File: src/rtl/stg_pkg.sv
package stg_pkg;
  typedef enum logic {
    FL_IDLE  = 1'b0,
    FL_BUSY  = 1'b1
  } flush_state_e;
endpackage

File: src/rtl/stg_flush_ctrl.sv
module stg_flush_ctrl #(
  parameter int unsigned FLUSH_TICKS = 3
) (
  input  logic clk_i,
  input  logic rst_ni,
  input  logic reg_full_i,
  input  logic bus_gnt_i,
  output logic bus_req_o,
  output logic flushing_o,
  output logic flush_done_o
);
  import stg_pkg::*;

  localparam int unsigned CNT_W = (FLUSH_TICKS > 1) ? $clog2(FLUSH_TICKS) : 1;
  localparam logic [CNT_W-1:0] LAST = CNT_W'(FLUSH_TICKS - 1);

  flush_state_e     state_q;
  logic [CNT_W-1:0] cnt_q;

  assign flushing_o   = (state_q == FL_BUSY);
  assign bus_req_o    = reg_full_i && !flushing_o;
  assign flush_done_o = flushing_o && (cnt_q == LAST);

  always_ff @(posedge clk_i or negedge rst_ni) begin
    if (!rst_ni) begin
      state_q <= FL_IDLE;
      cnt_q   <= '0;
    end else begin
      unique case (state_q)
        FL_IDLE: begin
          cnt_q <= '0;
          if (bus_req_o && bus_gnt_i) state_q <= FL_BUSY;
        end
        FL_BUSY: begin
          if (flush_done_o) begin
            state_q <= FL_IDLE;
            cnt_q   <= '0;
          end else begin
            cnt_q <= cnt_q + 1'b1;
          end
        end
        default: state_q <= FL_IDLE;
      endcase
    end
  end
endmodule

File: src/rtl/stg_reg_cnt.sv
module stg_reg_cnt #(
  parameter int unsigned REG_BYTES  = 64,
  parameter int unsigned WORD_BYTES = 4,
  localparam int unsigned REG_W     = $clog2(REG_BYTES + 1)
) (
  input  logic             clk_i,
  input  logic             rst_ni,
  input  logic             xfer_i,
  input  logic             clear_i,
  output logic [REG_W-1:0] cnt_o,
  output logic             full_o
);
  logic [REG_W-1:0] cnt_q;

  assign cnt_o  = cnt_q;
  assign full_o = (cnt_q == REG_W'(REG_BYTES));

  always_ff @(posedge clk_i or negedge rst_ni) begin
    if (!rst_ni)      cnt_q <= '0;
    else if (clear_i) cnt_q <= '0;
    else if (xfer_i)  cnt_q <= cnt_q + REG_W'(WORD_BYTES);
  end
endmodule

File: src/rtl/stg_buf_cnt.sv
module stg_buf_cnt #(
  parameter int unsigned IN_BYTES   = 1,
  parameter int unsigned BUF_CAP    = 8,
  parameter int unsigned WORD_BYTES = 4,
  localparam int unsigned BUF_W     = $clog2(BUF_CAP + 1)
) (
  input  logic             clk_i,
  input  logic             rst_ni,
  input  logic             reg_full_i,
  output logic             xfer_o,
  output logic [BUF_W-1:0] cnt_o,
  output logic             overflow_o
);
  logic [BUF_W-1:0] cnt_q;
  logic             ovf_q;
  logic [BUF_W:0]   sum;
  logic             no_room;

  assign sum     = {1'b0, cnt_q} + (BUF_W+1)'(IN_BYTES);
  assign xfer_o  = !reg_full_i && (cnt_q >= BUF_W'(WORD_BYTES));
  assign no_room = sum > (BUF_W+1)'(BUF_CAP);
  assign cnt_o      = cnt_q;
  assign overflow_o = ovf_q;

  always_ff @(posedge clk_i or negedge rst_ni) begin
    if (!rst_ni) begin
      cnt_q <= '0;
      ovf_q <= 1'b0;
    end else if (xfer_o) begin
      cnt_q <= BUF_W'(sum - (BUF_W+1)'(WORD_BYTES));
    end else if (no_room) begin
      ovf_q <= 1'b1;  // batch dropped
    end else begin
      cnt_q <= BUF_W'(sum);
    end
  end
endmodule

File: src/rtl/stg_chan.sv
module stg_chan #(
  parameter int unsigned IN_BYTES    = 1,
  parameter int unsigned BUF_CAP     = 8,
  parameter int unsigned REG_BYTES   = 64,
  parameter int unsigned WORD_BYTES  = 4,
  parameter int unsigned FLUSH_TICKS = 3,
  localparam int unsigned BUF_W      = $clog2(BUF_CAP + 1),
  localparam int unsigned REG_W      = $clog2(REG_BYTES + 1)
) (
  input  logic             clk_i,
  input  logic             rst_ni,
  input  logic             bus_gnt_i,
  output logic [BUF_W-1:0] buf_cnt_o,
  output logic [REG_W-1:0] reg_cnt_o,
  output logic             bus_req_o,
  output logic             flushing_o,
  output logic             overflow_o
);
  logic xfer, reg_full, flush_done;

  stg_buf_cnt #(
    .IN_BYTES(IN_BYTES), .BUF_CAP(BUF_CAP), .WORD_BYTES(WORD_BYTES)
  ) u_buf (
    .clk_i, .rst_ni,
    .reg_full_i (reg_full),
    .xfer_o     (xfer),
    .cnt_o      (buf_cnt_o),
    .overflow_o (overflow_o)
  );

  stg_reg_cnt #(
    .REG_BYTES(REG_BYTES), .WORD_BYTES(WORD_BYTES)
  ) u_reg (
    .clk_i, .rst_ni,
    .xfer_i  (xfer),
    .clear_i (flush_done),
    .cnt_o   (reg_cnt_o),
    .full_o  (reg_full)
  );

  stg_flush_ctrl #(
    .FLUSH_TICKS(FLUSH_TICKS)
  ) u_flush (
    .clk_i, .rst_ni,
    .reg_full_i   (reg_full),
    .bus_gnt_i    (bus_gnt_i),
    .bus_req_o    (bus_req_o),
    .flushing_o   (flushing_o),
    .flush_done_o (flush_done)
  );
endmodule

File: config.mk
export PLATFORM = sky130hd
export DESIGN_NAME = stg_chan
export DESIGN_NICKNAME = d
export VERILOG_FILES = /design/src/rtl/stg_pkg.sv /design/src/rtl/stg_flush_ctrl.sv /design/src/rtl/stg_reg_cnt.sv /design/src/rtl/stg_buf_cnt.sv /design/src/rtl/stg_chan.sv
export SDC_FILE = /design/constraint.sdc
export NUM_CORES = 1
export LEC_CHECK = 0
export BUFFER_PORTS_ARGS = -buffer_cell sky130_fd_sc_hd__buf_2
export CAP_MARGIN = 20
export CORE_UTILIZATION = 45
export CTS_CLUSTER_DIAMETER = 80
export DETAILED_ROUTE_END_ITERATION = 12
export PLACE_DENSITY_LB_ADDON = 0.2
export SETUP_SLACK_MARGIN = 0.5
export SLEW_MARGIN = 25
export SYNTH_ARGS = -nofsm -noshare
export SYNTH_HDL_FRONTEND = slang
export SYNTH_SLANG_ARGS = --single-unit
File: constraint.sdc
create_clock -name clk_i -period 2.6 [get_ports clk_i]
set_input_delay 0.52 -clock clk_i [delete_from_list [all_inputs] [get_ports clk_i]]
set_output_delay 0.52 -clock clk_i [all_outputs]
set_load 0.01 [all_outputs]
# Yosys cells after proc, flatten, opt, wreduce, memory -nomap -nowiden
# Index checks and enable logic that the tools add are counted.
# Widths: inputs -> output; s select.
[word_totals]
out_inout_bits = 14
register_bits = 15
[op_classes]
addsub = 4
n_lt_le_gt_ge = 2
eq_ne = 3
reduce_logical = 8
bitwise = 2
muxes = 9
[op_table]
columns = ["cell", "n"]
rows = [
  ["$mux 7", 2],
  ["$mux 4", 2],
  ["$add 7x3->7 const B", 1],
  ["$eq 7x7->1 const B", 1],
  ["$add 4x1->5 const B", 1],
  ["$gt 5x4->1 const B", 1],
  ["$ge 4x3->1 const B", 1],
  ["$logic_and 1x1->1", 4],
  ["$pmux 2 s2", 1],
  ["$sub 4x3->4 const B", 1],
  ["$add 2x1->2 const B", 1],
  ["$eq 2x2->1 const B", 1],
  ["$logic_not 1->1", 2],
  ["$mux 1", 2],
  ["$mux 2", 1],
  ["$ne 2x1->1 const B", 1],
  ["$not 1->1", 2],
  ["$pmux 1 s2", 1],
  ["$reduce_and 2->1", 1],
  ["$reduce_bool 2->1", 1],
]

# Depth between registers and ports, before layout
[depth]
word_depth = 5
depth_mapped = 8
depth_no_buf = 7

# Cells and area by module
# A second synthesis with hierarchy kept.
[unflattened]
hier_cells = 84
hier_area_um2 = 837.1
[modules_own_cells]
columns = ["mod", "instances", "area_each_um2", "cells_each"]
rows = [
  ["stg_buf_cnt", 1, 402.9, 44],
  ["stg_reg_cnt", 1, 320.3, 30],
  ["stg_flush_ctrl", 1, 113.9, 10],
]

# Worst setup path after synthesis
# Ideal clock, no wire load.
[synth_path]
path_kind = "flip-flop to flip-flop"
startpoint = "reg u_buf.cnt_q[0] (netlist: u_buf.cnt_o[0])"
endpoint = "reg u_buf.cnt_q[1] (netlist: u_buf.cnt_o[1])"
slack_ps = 601
period_less_slack_ps = 1999
path_buffers = 0
stages_incl_launch_ff = 8
setup_time_ps = 125
arrival_time_ps = 1874
path_cell_list = "dfrtp_1 -> ha_1 -> xnor2_1 -> ha_1 -> nand2_1 -> a21oi_1 -> a2111oi_4 -> mux2_4"
[synth_via]
elab_chain_len = 3
word_cells_on_any_way = 8
classes_between = "add/sub (2); order compare (2); eq/ne (1); mux (2); reduce/logical (1)"
[synth_rtl]
columns = ["item", "line_no", "source"]
rows = [
  ["from (decl)", "stg_buf_cnt.sv:14", "logic [BUF_W-1:0] cnt_q;"],
  ["from (signal assigned)", "stg_buf_cnt.sv:30", "cnt_q <= BUF_W'(sum - (BUF_W+1)'(WORD_BYTES));"],
  ["from (signal assigned)", "stg_buf_cnt.sv:34", "cnt_q <= BUF_W'(sum);"],
  ["$add 4x1->5 / $ge 4x3->1 (equally long branches)", "stg_buf_cnt.sv:19, stg_buf_cnt.sv:20", ""],
  ["$gt 5x4->1, or another cell as far along", "stg_buf_cnt.sv:21", "assign no_room = sum > (BUF_W+1)'(BUF_CAP);"],
  ["$ne 2x1->1 (no line) / $mux 4 (equally long branches)", "--", ""],
]
# Several ways; a longest one is shown, not always the timed one. The select of a mux whose other input is x is not followed.
# A chain may end at the register's enable or synchronous reset.

# Final worst setup path
# Same ends and word-level chain as after synthesis.

==> out/results.tsv <==
stage	metric	value	unit
status	status	finished, final reports clean	
drt	vias after detailed routing	544	
synthesis	warning count from the yosys run	0	
floorplan	Placeable Area	0.00154	sq mm
timing	Final period util	75.9	%
placement	total of buffers placed on input and output ports	14	
worst_setup_path	critical path class	reg -> reg	
timing	largest clock skew in the final design	4.66	ps
synthesis	Area contributors post-synth	sky130_fd_sc_hd__dfrtp_1 42%, sky130_fd_sc_hd__ha_1 6.5%, sky130_fd_sc_hd__xnor2_1 5.7%	
synthesis	post-synthesis sequential area ratio	42.5	%
synthesis	primary flip-flop cell chosen by synthesis mapping	sky130_fd_sc_hd__dfrtp_1	
timing	Max Slew Vio Count	0	
floorplan	initial core utilization	49.7	%
global_routing	number of global-route vias before repair	485	
worst_setup_path	Critical Path Fanout Max	6	
worst_setup_path	Data arrival, critical path	2140	ps
worst_setup_path	cell class contributing the biggest share of worst-path delay	adder cells	
global_routing	overall overflow remaining after global route	0	
drt	# DRC	0	
placement	Placer Congestion	0.731	
synthesis	cell types with the highest counts after synthesis	13 x sky130_fd_sc_hd__dfrtp_1, 7 x sky130_fd_sc_hd__nor2_1, 5 x sky130_fd_sc_hd__inv_1, 5 x sky130_fd_sc_hd__xnor2_1	
clock_network	maximum buffer depth of the clock tree	2	
placement	DP Wirelength	1010	um
run	max-cap violations	0	
worst_setup_path	cells along the critical path	ha_2 -> xnor2_1 -> ha_1 -> nand2_1 -> a21oi_1 -> a2111oi_4 -> mux2_4	
final_layout	# nets final	94	
clock_network	number of buffers inserted by hold repair at cts	0	
timing	Hold Vio Cnt, Final	0	
final_layout	P&R area growth vs syn	13.2	%
floorplan	Cell Rows	14	
clock_network	Clock Pin Slew Worst Setup and Hold Paths	80	ps
global_routing	initial antenna violation count	0	
worst_setup_path	crit start category	flop	
clock_network	Max H-tree Level	1	
pwr	standby leakage power	0.423	nW
timing	Final WS setup	626	ps
synthesis	post-synthesis cell count	70	
worst_hold_path	path category of the worst min-delay check	in -> async	
floorplan	Die Width	43.3	um
clock_network	source-to-sink clock delay at the later pin of the worst-skew pair	280	ps
drt	routed wire length per instance	13.8	um
drt	violation count after the first detailed-routing iteration	2	
synthesis	share of the synthesized area in the top cell type	42.5	%
synthesis	average cell area after synthesis	10.9	sq um
synthesis	async set or reset register ratio after synthesis	100	%
final_layout	share of post-route cells with drive strength above 1	29.1	%
timing	final critical-path required period	1970	ps
worst_setup_path	slowest stage cell on the critical path	sky130_fd_sc_hd__dfrtp_1	
worst_setup_path	slowest cell delay on critical path	460	ps
worst_setup_path	number of cell instances on the worst register-to-register path	7	
drt	WL final	1400	um
global_routing	pin count of the biggest net entering global routing	14	
synthesis	cell with the most instances after synthesis	sky130_fd_sc_hd__dfrtp_1	
drt	detail-routed via count per cell	5.33	
global_routing	global-route wire length before repair	2300	um
worst_setup_path	total stage count of the critical path	7	
synthesis	synthesis-stage register bit count	13	
floorplan	Die Y	43.3	um
synthesis	biggest area consumer among synthesized cells	sky130_fd_sc_hd__dfrtp_1	
synthesis	area of the mapped netlist	766	sq um
timing	final setup vio count	0	
worst_setup_path	count of buffering cells on the critical path with inverters included	0	
timing	worst hold margin	111	ps
final_layout	Antenna Cells	0	
pwr	pwr/cell area	386	mW/mm^2
drt	remaining antenna violation count	0	
synthesis	post-synthesis cell type count	30	
synthesis	Post-synth EDFFs	0	
timing	TNS Setup	0	ps
global_routing	Total GRT Usage	17.4	%
timing	highest clock frequency the design can meet	0.507	GHz
clock_network	CTS tree	built	
worst_setup_path	sort of element at the end of the critical path	flop	
worst_setup_path	critical path data required time	2770	ps
final_layout	utilization of the core after routing	56.3	%
floorplan	I/O pin cnt	17	
pwr	peak ir drop on the vdd network	354	uV
clock_network	buffer cell driving the clock tree root	sky130_fd_sc_hd__clkbuf_4	
drt	first-pass iteration count of the detailed router	3	
floorplan	Die Footprint	0.00187	sq mm
clock_network	number of buffers added by the clock tree synthesis step	3	
placement	Placement Setup Slack	498	ps
clock_network	TritonCTS Sinks	13	
timing	unrepaired setup endpoints after global routing	no	
[layer usage]
metal	part of all wire [%]	GRT usage [%]
met2	44	23.6
met5	0	0
met3	6.3	8.51
met4	1.4	9.09
met1	49	22.5
[cell usage in the layout (no fill, tap or decap)]
cell type                   instances
sky130_fd_sc_hd__a2111oi_4          1
sky130_fd_sc_hd__a21o_1             1
sky130_fd_sc_hd__a21oi_1            1
sky130_fd_sc_hd__a2bb2oi_1          1
sky130_fd_sc_hd__and3_1             1
sky130_fd_sc_hd__buf_2             14
sky130_fd_sc_hd__buf_4              2
sky130_fd_sc_hd__clkbuf_1           1
sky130_fd_sc_hd__clkbuf_4           3
sky130_fd_sc_hd__conb_1             2
sky130_fd_sc_hd__dfrtp_1           13
sky130_fd_sc_hd__ha_1               3
sky130_fd_sc_hd__ha_2               1
sky130_fd_sc_hd__inv_1              5
sky130_fd_sc_hd__mux2_4             1
sky130_fd_sc_hd__mux2i_1            1
sky130_fd_sc_hd__nand2_1            4
sky130_fd_sc_hd__nand3_4            1
sky130_fd_sc_hd__nand4bb_4          1
sky130_fd_sc_hd__nor2_1             7
sky130_fd_sc_hd__nor3_1             2
sky130_fd_sc_hd__nor3b_1            1
sky130_fd_sc_hd__o2111ai_1          2
sky130_fd_sc_hd__o211a_1            1
sky130_fd_sc_hd__o21a_1             2
sky130_fd_sc_hd__o21ai_0            3
sky130_fd_sc_hd__o22ai_1            1
sky130_fd_sc_hd__o31ai_1            1
sky130_fd_sc_hd__or2_2              1
sky130_fd_sc_hd__xnor2_1            5
sky130_fd_sc_hd__xor2_1             3
[path summary, 6_finish.rpt]
kind	slack, ps	to	from
min in group clk_i	460	u_flush.cnt_q[0]	u_flush.cnt_q[1]
min	110	u_reg.cnt_o[6]	rst_ni
max in group asynchronous	2260	u_buf.cnt_o[0]	rst_ni
max	630	u_buf.cnt_o[1]	u_buf.cnt_o[0]
min reg2reg	460	u_flush.cnt_q[0]	u_flush.cnt_q[1]
max reg2reg	630	u_buf.cnt_o[1]	u_buf.cnt_o[0]
[what timing repair did]
action,in CTS,in global routing
resized for setup,0,1
endpoints found under the setup margin,1,1
setup buffers,0,1
pin swaps,1,1
gates cloned,0,0
[metrics by stage]
| stage | std cells | instance area (sq um) | total power, mW |
|---|---|---|---|
| final | 102 | 867 | 0.334 |
| after global routing | 102 | 867 | 0.352 |
| after CTS | 101 | 857 | 0.343 |
| after detailed placement | 97 | 831 | 0.213 |
| after global placement | 97 | 831 | 0.213 |
| after floorplan | 71 | 769 | 0.210 |
[state kept, by name, summed over array words and instances (netlist names)]
| name | flops |
|---|---|
| u_reg.cnt_o | 5 |
| u_flush.cnt_q | 2 |
| u_buf.overflow_o | 1 |
| u_flush.flushing_o | 1 |
| u_buf.cnt_o | 4 |
[power breakdown]
part	switching, mW	total, mW	internal, mW
combinational	0.00544	0.00675	0.00131
sequential	0	0.202	0.202
clock	0.0661	0.126	0.0595
total	0.0715	0.334	0.263
[cells by family (layout without fill, tap and decap cells)]
logic type	Yosys count	in the layout	synth area share (%)
adder cells (fa/ha/maj)	4	4	6.54
other	1	2	0.490
multiplexers	2	2	3.27
flip-flops	13	13	42.5
buffers and inverters	10	25	7.19
AND/OR/NAND/NOR	18	18	15.2
AO/OA/AOI/OAI	14	14	15.7
XOR/XNOR	8	8	9.15
[area by class of cell]
type / instances / area (sq um)
well taps: 16 / 20.0
fillers: 165 / 674
multi-input cells: 48 / 392
repair buffers: 16 / 85.1
clock buffers: 4 / 26.3
inverters: 5 / 18.8
flip-flops and latches: 13 / 325
(Power assumes the default switching activity.)
